==> config.mk <==
export PLATFORM = sky130hd
export DESIGN_NAME = udpre_top
export DESIGN_NICKNAME = d
export VERILOG_FILES = /design/src/rtl/udpre_pkg.sv /design/src/rtl/udpre_ceil_div.sv /design/src/rtl/udpre_word_mux.sv /design/src/rtl/udpre_top.sv
export SDC_FILE = /design/constraint.sdc
export NUM_CORES = 2
export LEC_CHECK = 0
export ABC_AREA = 1
export BUFFER_PORTS_ARGS = -buffer_cell sky130_fd_sc_hd__buf_2
export CAP_MARGIN = 10
export CORE_MARGIN = 4
export CORE_UTILIZATION = 48
export DETAILED_ROUTE_END_ITERATION = 16
export GPL_ROUTABILITY_DRIVEN = 0
export GPL_TIMING_DRIVEN = 0
export PLACE_DENSITY_LB_ADDON = 0.1
export RECOVER_POWER = 25
export SYNTH_ARGS = -nofsm -noshare
export SYNTH_HDL_FRONTEND = slang
export SYNTH_HIERARCHICAL = 1
export SYNTH_SLANG_ARGS = --single-unit
==> constraint.sdc <==
create_clock -name clk -period 6.7 [get_ports clk]
set_input_delay 0.335 -clock clk [delete_from_list [all_inputs] [get_ports clk]]
set_output_delay 0.335 -clock clk [all_outputs]
set_load 0.02 [all_outputs]
==> src/rtl/udpre_pkg.sv <==
package udpre_pkg;
  localparam int NUM_FIELDS = 10;
  localparam int USER_LIMIT = 16;
  localparam int IDX_W      = $clog2(USER_LIMIT);
  localparam int CNT_W      = $clog2(USER_LIMIT + 1);
  localparam int SUM_W      = 5;

  typedef enum logic [1:0] {S_IDLE, S_DIV, S_EMIT} seq_state_e;

  // Register footprint of each optional field, by walk position.
  function automatic logic [2:0] field_regs(input logic [3:0] f);
    case (f)
      4'd0:                          field_regs = 3'd4;
      4'd1, 4'd2, 4'd3, 4'd4, 4'd5:  field_regs = 3'd2;
      default:                       field_regs = 3'd1;
    endcase
  endfunction

  function automatic logic [CNT_W-1:0] clamp_total(input logic [NUM_FIELDS-1:0] en);
    logic [SUM_W-1:0] sum;
    sum = '0;
    for (int i = 0; i < NUM_FIELDS; i++)
      if (en[i]) sum = sum + SUM_W'(field_regs(4'(i)));
    clamp_total = (sum > SUM_W'(USER_LIMIT)) ? CNT_W'(USER_LIMIT) : CNT_W'(sum);
  endfunction
endpackage

==> src/rtl/udpre_ceil_div.sv <==
module udpre_ceil_div #(
  parameter int W = 32
) (
  input  logic         clk,
  input  logic         rst,
  input  logic         go,
  input  logic [W-1:0] num,
  input  logic [W-1:0] den,
  output logic         ready,
  output logic [W-1:0] quot,
  output logic         dz
);
  localparam int STEP_W = $clog2(W + 2);

  logic              running;
  logic [STEP_W-1:0] step;
  logic [W:0]        rem, q;
  logic [W-1:0]      d;
  logic [W:0]        rem_sh, rem_nx, q_nx;
  logic [W+1:0]      trial;

  always_comb begin
    rem_sh = {rem[W-1:0], q[W]};
    trial  = {1'b0, rem_sh} - {2'b00, d};
    if (!trial[W+1]) begin
      rem_nx = trial[W:0];
      q_nx   = {q[W-1:0], 1'b1};
    end else begin
      rem_nx = rem_sh;
      q_nx   = {q[W-1:0], 1'b0};
    end
  end

  always_ff @(posedge clk) begin
    if (rst) begin
      running <= 1'b0;
      ready   <= 1'b0;
      dz      <= 1'b0;
      quot    <= '0;
      step    <= '0;
      rem     <= '0;
      q       <= '0;
      d       <= '0;
    end else if (go) begin
      dz   <= (den == '0);
      rem  <= '0;
      d    <= den;
      step <= '0;
      q    <= {1'b0, num} + {1'b0, den} - {{W{1'b0}}, 1'b1};
      if (den == '0) begin
        quot    <= '0;
        ready   <= 1'b1;
        running <= 1'b0;
      end else begin
        ready   <= 1'b0;
        running <= 1'b1;
      end
    end else if (running) begin
      rem  <= rem_nx;
      q    <= q_nx;
      step <= step + 1'b1;
      if (step == STEP_W'(W)) begin
        running <= 1'b0;
        ready   <= 1'b1;
        quot    <= q_nx[W-1:0];
      end
    end
  end
endmodule

==> src/rtl/udpre_word_mux.sv <==
module udpre_word_mux #(
  parameter int DW = 32
) (
  input  logic [3:0]      field,
  input  logic [1:0]      sub,
  input  logic [4*DW-1:0] desc,
  input  logic [2*DW-1:0] dptr,
  input  logic [2*DW-1:0] qptr,
  input  logic [2*DW-1:0] aptr,
  input  logic [2*DW-1:0] did,
  input  logic [DW-1:0]   off,
  input  logic [DW-1:0]   size,
  input  logic [DW-1:0]   cnt_x,
  input  logic [DW-1:0]   cnt_y,
  input  logic [DW-1:0]   cnt_z,
  output logic [DW-1:0]   word
);
  logic [DW-1:0] size_up;
  assign size_up = (size + DW'(3)) & ~DW'(3);

  always_comb begin
    case (field)
      4'd0:    word = desc[sub*DW +: DW];
      4'd1:    word = sub[0] ? dptr[DW +: DW] : dptr[0 +: DW];
      4'd2:    word = sub[0] ? qptr[DW +: DW] : qptr[0 +: DW];
      4'd3:    word = sub[0] ? aptr[DW +: DW] : aptr[0 +: DW];
      4'd4:    word = sub[0] ? did[DW +: DW]  : did[0 +: DW];
      4'd5:    word = sub[0] ? size_up : off;
      4'd6:    word = size_up;
      4'd7:    word = cnt_x;
      4'd8:    word = cnt_y;
      default: word = cnt_z;
    endcase
  end
endmodule

==> src/rtl/udpre_top.sv <==
module udpre_top
  import udpre_pkg::*;
#(
  parameter int DW = 32
) (
  input  logic             clk,
  input  logic             rst,
  input  logic             start,
  input  logic [31:0]      props,
  input  logic [4*DW-1:0]  scr_desc,
  input  logic [2*DW-1:0]  disp_ptr,
  input  logic [2*DW-1:0]  queue_ptr,
  input  logic [2*DW-1:0]  arg_ptr,
  input  logic [2*DW-1:0]  disp_id,
  input  logic [DW-1:0]    scr_off,
  input  logic [DW-1:0]    item_size,
  input  logic [DW-1:0]    grid_x,
  input  logic [DW-1:0]    grid_y,
  input  logic [DW-1:0]    grid_z,
  input  logic [DW-1:0]    wg_x,
  input  logic [DW-1:0]    wg_y,
  input  logic [DW-1:0]    wg_z,
  output logic             wr_valid,
  output logic [IDX_W-1:0] wr_idx,
  output logic [DW-1:0]    wr_data,
  output logic             done,
  output logic [CNT_W-1:0] user_cnt,
  output logic             div_err,
  output logic             busy
);
  localparam int NDIM = 3;

  seq_state_e            state;
  logic [NUM_FIELDS-1:0] en_q;
  logic [4*DW-1:0]       desc_q;
  logic [2*DW-1:0]       dptr_q, qptr_q, aptr_q, did_q;
  logic [DW-1:0]         off_q, size_q;
  logic [3:0]            cur_f;
  logic [1:0]            cur_k;
  logic [CNT_W-1:0]      next_idx;

  logic            launch;
  logic [DW-1:0]   dnum [NDIM];
  logic [DW-1:0]   dden [NDIM];
  logic [DW-1:0]   dquo [NDIM];
  logic [NDIM-1:0] drdy, ddz;

  assign launch  = start && (state == S_IDLE);
  assign busy    = (state != S_IDLE);
  assign dnum[0] = grid_x;
  assign dnum[1] = grid_y;
  assign dnum[2] = grid_z;
  assign dden[0] = wg_x;
  assign dden[1] = wg_y;
  assign dden[2] = wg_z;

  for (genvar g = 0; g < NDIM; g++) begin : g_div
    udpre_ceil_div #(.W(DW)) u_div (
      .clk  (clk),
      .rst  (rst),
      .go   (launch),
      .num  (dnum[g]),
      .den  (dden[g]),
      .ready(drdy[g]),
      .quot (dquo[g]),
      .dz   (ddz[g])
    );
  end

  // Next enabled field at or after the walk pointer.
  logic       nxt_found;
  logic [3:0] nxt_f;
  always_comb begin
    nxt_found = 1'b0;
    nxt_f     = '0;
    for (int i = 0; i < NUM_FIELDS; i++) begin
      if (!nxt_found && en_q[i] && (4'(i) >= cur_f)) begin
        nxt_found = 1'b1;
        nxt_f     = 4'(i);
      end
    end
  end

  logic [DW-1:0] sel_word;
  udpre_word_mux #(.DW(DW)) u_mux (
    .field(nxt_f),
    .sub  (cur_k),
    .desc (desc_q),
    .dptr (dptr_q),
    .qptr (qptr_q),
    .aptr (aptr_q),
    .did  (did_q),
    .off  (off_q),
    .size (size_q),
    .cnt_x(dquo[0]),
    .cnt_y(dquo[1]),
    .cnt_z(dquo[2]),
    .word (sel_word)
  );

  logic last_sub;
  assign last_sub = ({1'b0, cur_k} + 3'd1) == field_regs(nxt_f);

  always_ff @(posedge clk) begin
    if (rst) begin
      state    <= S_IDLE;
      en_q     <= '0;
      desc_q   <= '0;
      dptr_q   <= '0;
      qptr_q   <= '0;
      aptr_q   <= '0;
      did_q    <= '0;
      off_q    <= '0;
      size_q   <= '0;
      cur_f    <= '0;
      cur_k    <= '0;
      next_idx <= '0;
      wr_valid <= 1'b0;
      wr_idx   <= '0;
      wr_data  <= '0;
      done     <= 1'b0;
      user_cnt <= '0;
      div_err  <= 1'b0;
    end else begin
      wr_valid <= 1'b0;
      done     <= 1'b0;
      case (state)
        S_IDLE: begin
          if (launch) begin
            en_q     <= props[NUM_FIELDS-1:0];
            desc_q   <= scr_desc;
            dptr_q   <= disp_ptr;
            qptr_q   <= queue_ptr;
            aptr_q   <= arg_ptr;
            did_q    <= disp_id;
            off_q    <= scr_off;
            size_q   <= item_size;
            cur_f    <= '0;
            cur_k    <= '0;
            next_idx <= '0;
            div_err  <= 1'b0;
            state    <= S_DIV;
          end
        end
        S_DIV: begin
          if (&drdy) begin
            div_err <= |(ddz & en_q[NUM_FIELDS-1 -: NDIM]);
            state   <= S_EMIT;
          end
        end
        default: begin
          if (nxt_found && (next_idx < CNT_W'(USER_LIMIT))) begin
            wr_valid <= 1'b1;
            wr_idx   <= next_idx[IDX_W-1:0];
            wr_data  <= sel_word;
            next_idx <= next_idx + 1'b1;
            if (last_sub) begin
              cur_f <= nxt_f + 4'd1;
              cur_k <= '0;
            end else begin
              cur_f <= nxt_f;
              cur_k <= cur_k + 2'd1;
            end
          end else begin
            done     <= 1'b1;
            user_cnt <= clamp_total(en_q);
            state    <= S_IDLE;
          end
        end
      endcase
    end
  end
endmodule

==> metrics list <==
- CP peak stage delay: roughly 840 ps
- Worst-path cell with the longest stage delay: sky130_fd_sc_hd__nor3_1
- Synthesis produced a netlist with a net count of approximately 10k.
- Counting both buffers and inverters, the worst setup path holds a total of 2.
- The worst hold path belongs to the class input port to register.
- Via count: ~69k
- Die Span Y: 357 µm
- Hold path depth: 3
* Flop-to-flop setup slack: roughly 1900 ps
- After detailed routing, the average wire length per cell comes to between 20 and 25 µm.
- Post-synthesis area per instance: a little over 6 µm²
- Mapped Cells: ~9.5k
- Across the VDD grid, the largest voltage drop is 0.204 mV.
* Critical Path Start Type: register
- Max clock buf depth: 3
- For the worst-skew pair, the clock arrives at the later sink with an insertion delay of between 700 and 800 ps.
- Using the TritonRoute via totals, the vias-per-cell ratio works out to approximately 5.5.
- STA classifies the critical path endpoint as a register.
- Gr usage total: between 30% and 40%
- The flow ran to the end, and the final reports show no timing, DRC or antenna violations.
* Crit Reg-Reg Endpoint: wr_data[0]$_SDFFE_PP0P_
* Ports placed on the boundary: between 700 and 800
- In this run the tightest slew margin relative to its limit is 8.77%.
* Final worst clock skew: between 60 and 70 ps
- Data on the critical path is required at its endpoint by between 7000 and 8000 ps.
- Sum of overflow across all layers after global routing: 0
* Worst Setup Path Type: register to register
- R2r startpoint: cur_f[3]$_SDFFE_PP0P_
- Number of max-cap violations: 0
- Arrival time reported for the critical path endpoint: 5360 ps
- The share of the Yosys chip area taken by registers is a little under a third.
- Area growth syn-to-layout: 22.9%
- After synthesis the cells add up to slightly below 60000 µm².
- Setup violations remaining at the end of the flow were counted as 0.
- Static timing analysis puts the maximum clock frequency at approximately 210 MHz.
* Largest fanout of any net on the critical path: 9
- TritonCTS created 101 clock buffers.
- Summed over all nets, the half-perimeter wirelength after detailed placement is ~200000 µm.
* Total wire length: between 200000 and 300000 µm
* Final critical-path share of the clock period: between 70% and 80%
* CTS tree: built
* Clock root buffer: sky130_fd_sc_hd__clkbuf_16
- Transition time at the pin with the least slew margin: about 1400 ps
- Initial standard-cell utilization of the core: about half
- The number of hold violations in the final report was 0.
- For this design the ratio of total power to cell area is between 200 and 250 nW/µm².
- Adding up every negative setup slack in the final design gives 0 ps.
- Remaining design rule violation count: 0
- In this run the core area contains 127 standard-cell rows.
- After synthesis the netlist holds a flip-flop and latch count of between 900 and 1k.
- Fraction of final layout cells sized beyond drive strength 1: between 10% and 20%
* Total Die Area: about 130000 µm²
* Hold-fix buffers, CTS: ~430
- For this block, the initial DRC count from the detailed router was 8432.
* Clock transition time at the flip-flop clock pins of the worst setup and hold paths: roughly 60 ps
- Before antenna repair, the detailed router went through 9 iterations.
- For the finished layout, the period the worst path requires is roughly 4800 ps.
* Largest net degree at the start of global routing: 18
- WHS Endpoint: desc_q[1]$_SDFFE_PP0P_
- Final layout net count: ~12k
- End-of-flow core utilization: 59.7%
* Critical Path Most Common Cell: sky130_fd_sc_hd__nor2_1
- Yosys printed 6 warnings.
* Power consumption: approximately 17 mW
- Dominant register cell in the synthesized netlist: sky130_fd_sc_hd__dfxtp_1
- Post-CTS sizing: 0
- The count of nets left with antenna violations once routing finished came out at 0.
* Number of cell instances on the worst register-to-register path: 16
- RSZ-0062 raised after global routing: no
- Post-CTS timing repair inserted 0 buffers for setup.
* Wire length of the first global-routing pass: approximately 380000 µm
- The tree built by TritonCTS fans out to 929 sinks.
- The signal on the critical path passes through nor2_1, nand3_1, nand2_1, nor2_1, nand4_4, nor2_1, o21ai_0, inv_1, buf_6, nor2_1, nand2_1, a21oi_1, nor3_1, nand4_1, nand2_1, a21oi_1.
* Vias in the first global route: between 60k and 70k
* Buffers on Ports: about 700
* Static Leakage: 35.1 nW
- Horizontal die dimension: between 300 and 400 µm
- Number of antenna violations at the first check in global routing: 28
- Counting flops with an async set or reset pin after synthesis yields a share of 0%.
- CTS HTree Levels: 3
- In this design, the largest share of critical-path delay is due to simple AND/OR/NAND/NOR gates.
- Counting flops with a built-in enable in the synthesized netlist gives 0.
* Worst min-delay path startpoint: scr_desc[1]
* Unique cell type count in the Yosys netlist: 51
- The number of pins with negative max-slew slack in the final report is 0.
* Area of the core: about 120000 µm²
-- how the worst max path moves through the flow --
stage | start | end | slack [ps] | cells past startpoint
2_1_floorplan | en_q[0]$_SDFFE_PP0P_ | user_cnt[0]$_SDFFE_PP0P_ | 3400 | 23
3_3_place_gp | state[1]$_SDFFE_PP0P_ | g_div[0].u_div/d[14]$_SDFFE_PP0P_ | 940 | 9
3_5_place_dp | state[1]$_SDFFE_PP0P_ | g_div[0].u_div/d[13]$_SDFFE_PP0P_ | 2230 | 10
4_1_cts | state[1]$_SDFFE_PP0P_ | g_div[0].u_div/d[18]$_SDFFE_PP0P_ | 2200 | 10
5_1_grt | cur_f[3]$_SDFFE_PP0P_ | wr_data[0]$_SDFFE_PP0P_ | 1870 | 19
6_report | cur_f[3]$_SDFFE_PP0P_ | wr_data[0]$_SDFFE_PP0P_ | 1920 | 16
-- layout make-up --
class,instances,area (µm²)
repair buffers,1126,7730
multi-input cells,6889,33100
inverters,1268,4760
fillers,11800,48500
well taps,1612,2020
flip-flops and latches,929,18600
clock inverters,46,697
diodes,25,62.6
clock buffers,139,2910
plain buffers,409,1860
-- through the flow --
step	hold WS (ps)	instance area (µm²)	setup slack, ps	instances
CTS	0.304	71800	2200	12400
finish	20.4	71800	1920	12400
global placement	453	63900	943	11800
floorplan	434	58400	3400	9495
detailed placement	455	63900	2230	11800
global route	10.5	71700	1870	12400
-- layout by cell type (no fill, tap or decap), types with 17 or more instances in the layout --
cell	synthesis	final
sky130_fd_sc_hd__nand3_2	20	20
sky130_fd_sc_hd__nor2_2	19	17
sky130_fd_sc_hd__dfxtp_1	929	929
sky130_fd_sc_hd__nor2_1	1633	1637
sky130_fd_sc_hd__ha_1	304	304
sky130_fd_sc_hd__nand2_2	29	26
sky130_fd_sc_hd__buf_2	71	720
sky130_fd_sc_hd__clkbuf_1	262	325
sky130_fd_sc_hd__o22ai_1	18	18
sky130_fd_sc_hd__buf_6	19	19
sky130_fd_sc_hd__nand3_1	491	491
sky130_fd_sc_hd__nor3_1	46	46
sky130_fd_sc_hd__inv_2	33	32
sky130_fd_sc_hd__buf_1	31	28
sky130_fd_sc_hd__clkbuf_8	0	24
sky130_fd_sc_hd__nand2_1	2420	2423
sky130_fd_sc_hd__a31oi_1	40	40
sky130_fd_sc_hd__o21bai_1	22	22
sky130_fd_sc_hd__clkinv_1	18	18
sky130_fd_sc_hd__nand3b_1	108	108
sky130_fd_sc_hd__a21oi_1	577	577
sky130_fd_sc_hd__nand4_1	95	95
sky130_fd_sc_hd__xnor2_1	47	47
sky130_fd_sc_hd__dlygate4sd3_1	0	427
sky130_fd_sc_hd__or2_2	29	29
sky130_fd_sc_hd__diode_2	0	25
sky130_fd_sc_hd__a21oi_2	22	22
sky130_fd_sc_hd__clkbuf_16	0	101
sky130_fd_sc_hd__inv_1	1217	1218
sky130_fd_sc_hd__o21ai_0	862	863
sky130_fd_sc_hd__buf_4	25	26
-- metal layers --
metal | GRT usage [%] | vias to the layer above | wire length [µm]
li1 | - | 32500 | -
met3 | 11.5 | 1072 | 32200
met5 | 0 | - | 117
met1 | 48.7 | 31300 | 100000
met2 | 59.6 | 4160 | 109000
met4 | 23.3 | 18 | 19300
-- power by group --
part	internal (mW)	switching [mW]	total [mW]
registers	5.95	0.276	6.23
clock network	3.56	2.53	6.09
logic	1.42	2.99	4.41
total	10.9	5.79	16.7
-- Yosys cell counts (7+ instances only) --
cell type                     n  share of area [%]
sky130_fd_sc_hd__buf_4       25               0.32
sky130_fd_sc_hd__o22ai_1     18               0.19
sky130_fd_sc_hd__xnor2_1     47               0.71
sky130_fd_sc_hd__buf_6       19               0.37
sky130_fd_sc_hd__nor2_2      19               0.20
sky130_fd_sc_hd__nand4_1     95                1.0
sky130_fd_sc_hd__buf_2       71               0.61
sky130_fd_sc_hd__nand3_1    491                4.2
sky130_fd_sc_hd__inv_1     1217                7.8
sky130_fd_sc_hd__a21o_1       8               0.10
sky130_fd_sc_hd__inv_2       33               0.21
sky130_fd_sc_hd__ha_1       304                6.5
sky130_fd_sc_hd__o21ai_0    862                7.4
sky130_fd_sc_hd__nand3_2     20               0.34
sky130_fd_sc_hd__a31oi_1     40               0.43
sky130_fd_sc_hd__dfxtp_1    929                 32
sky130_fd_sc_hd__buf_1       31               0.20
sky130_fd_sc_hd__clkbuf_1   262                1.7
sky130_fd_sc_hd__nor3_1      46               0.39
sky130_fd_sc_hd__nand2_2     29               0.31
sky130_fd_sc_hd__nor2_4      14               0.27
sky130_fd_sc_hd__o21a_1       9               0.12
sky130_fd_sc_hd__o21ai_1      7              0.060
sky130_fd_sc_hd__nand3b_1   108                1.4
sky130_fd_sc_hd__clkinv_1    18               0.12
sky130_fd_sc_hd__nand2_1   2420                 16
sky130_fd_sc_hd__o21bai_1    22               0.28
sky130_fd_sc_hd__a21oi_1    577                4.9
sky130_fd_sc_hd__nor2_1    1633                 11
sky130_fd_sc_hd__or2_2       29               0.31
sky130_fd_sc_hd__nand2_4      9               0.17
sky130_fd_sc_hd__a21oi_2     22               0.33
sky130_fd_sc_hd__and2_1      12               0.13
-- sequential cells by signal, indices dropped and copies added (netlist names), 96 cells and up --
signal and count:
g_div.u_div/quot 96, g_div.u_div/d 96, desc_q 128, g_div.u_div/rem 96
g_div.u_div/q 99
-- logic make-up after synthesis --
group / share of synthesized area, %
buf+inv: 11.3
fa+ha+maj: 6.72
xor+xnor: 0.750
simple gates: 35.2
flops: 31.9
compound gates: 14.1
-- worst reg2reg max path, delay by kind of cell, from the launching register on --
kind,cells,cell delay [ps]
AO/OA/AOI/OAI,3,500
buffers and inverters,2,540
flip-flops,1,450
AND/OR/NAND/NOR,11,3160
(Power assumes the default switching activity.)
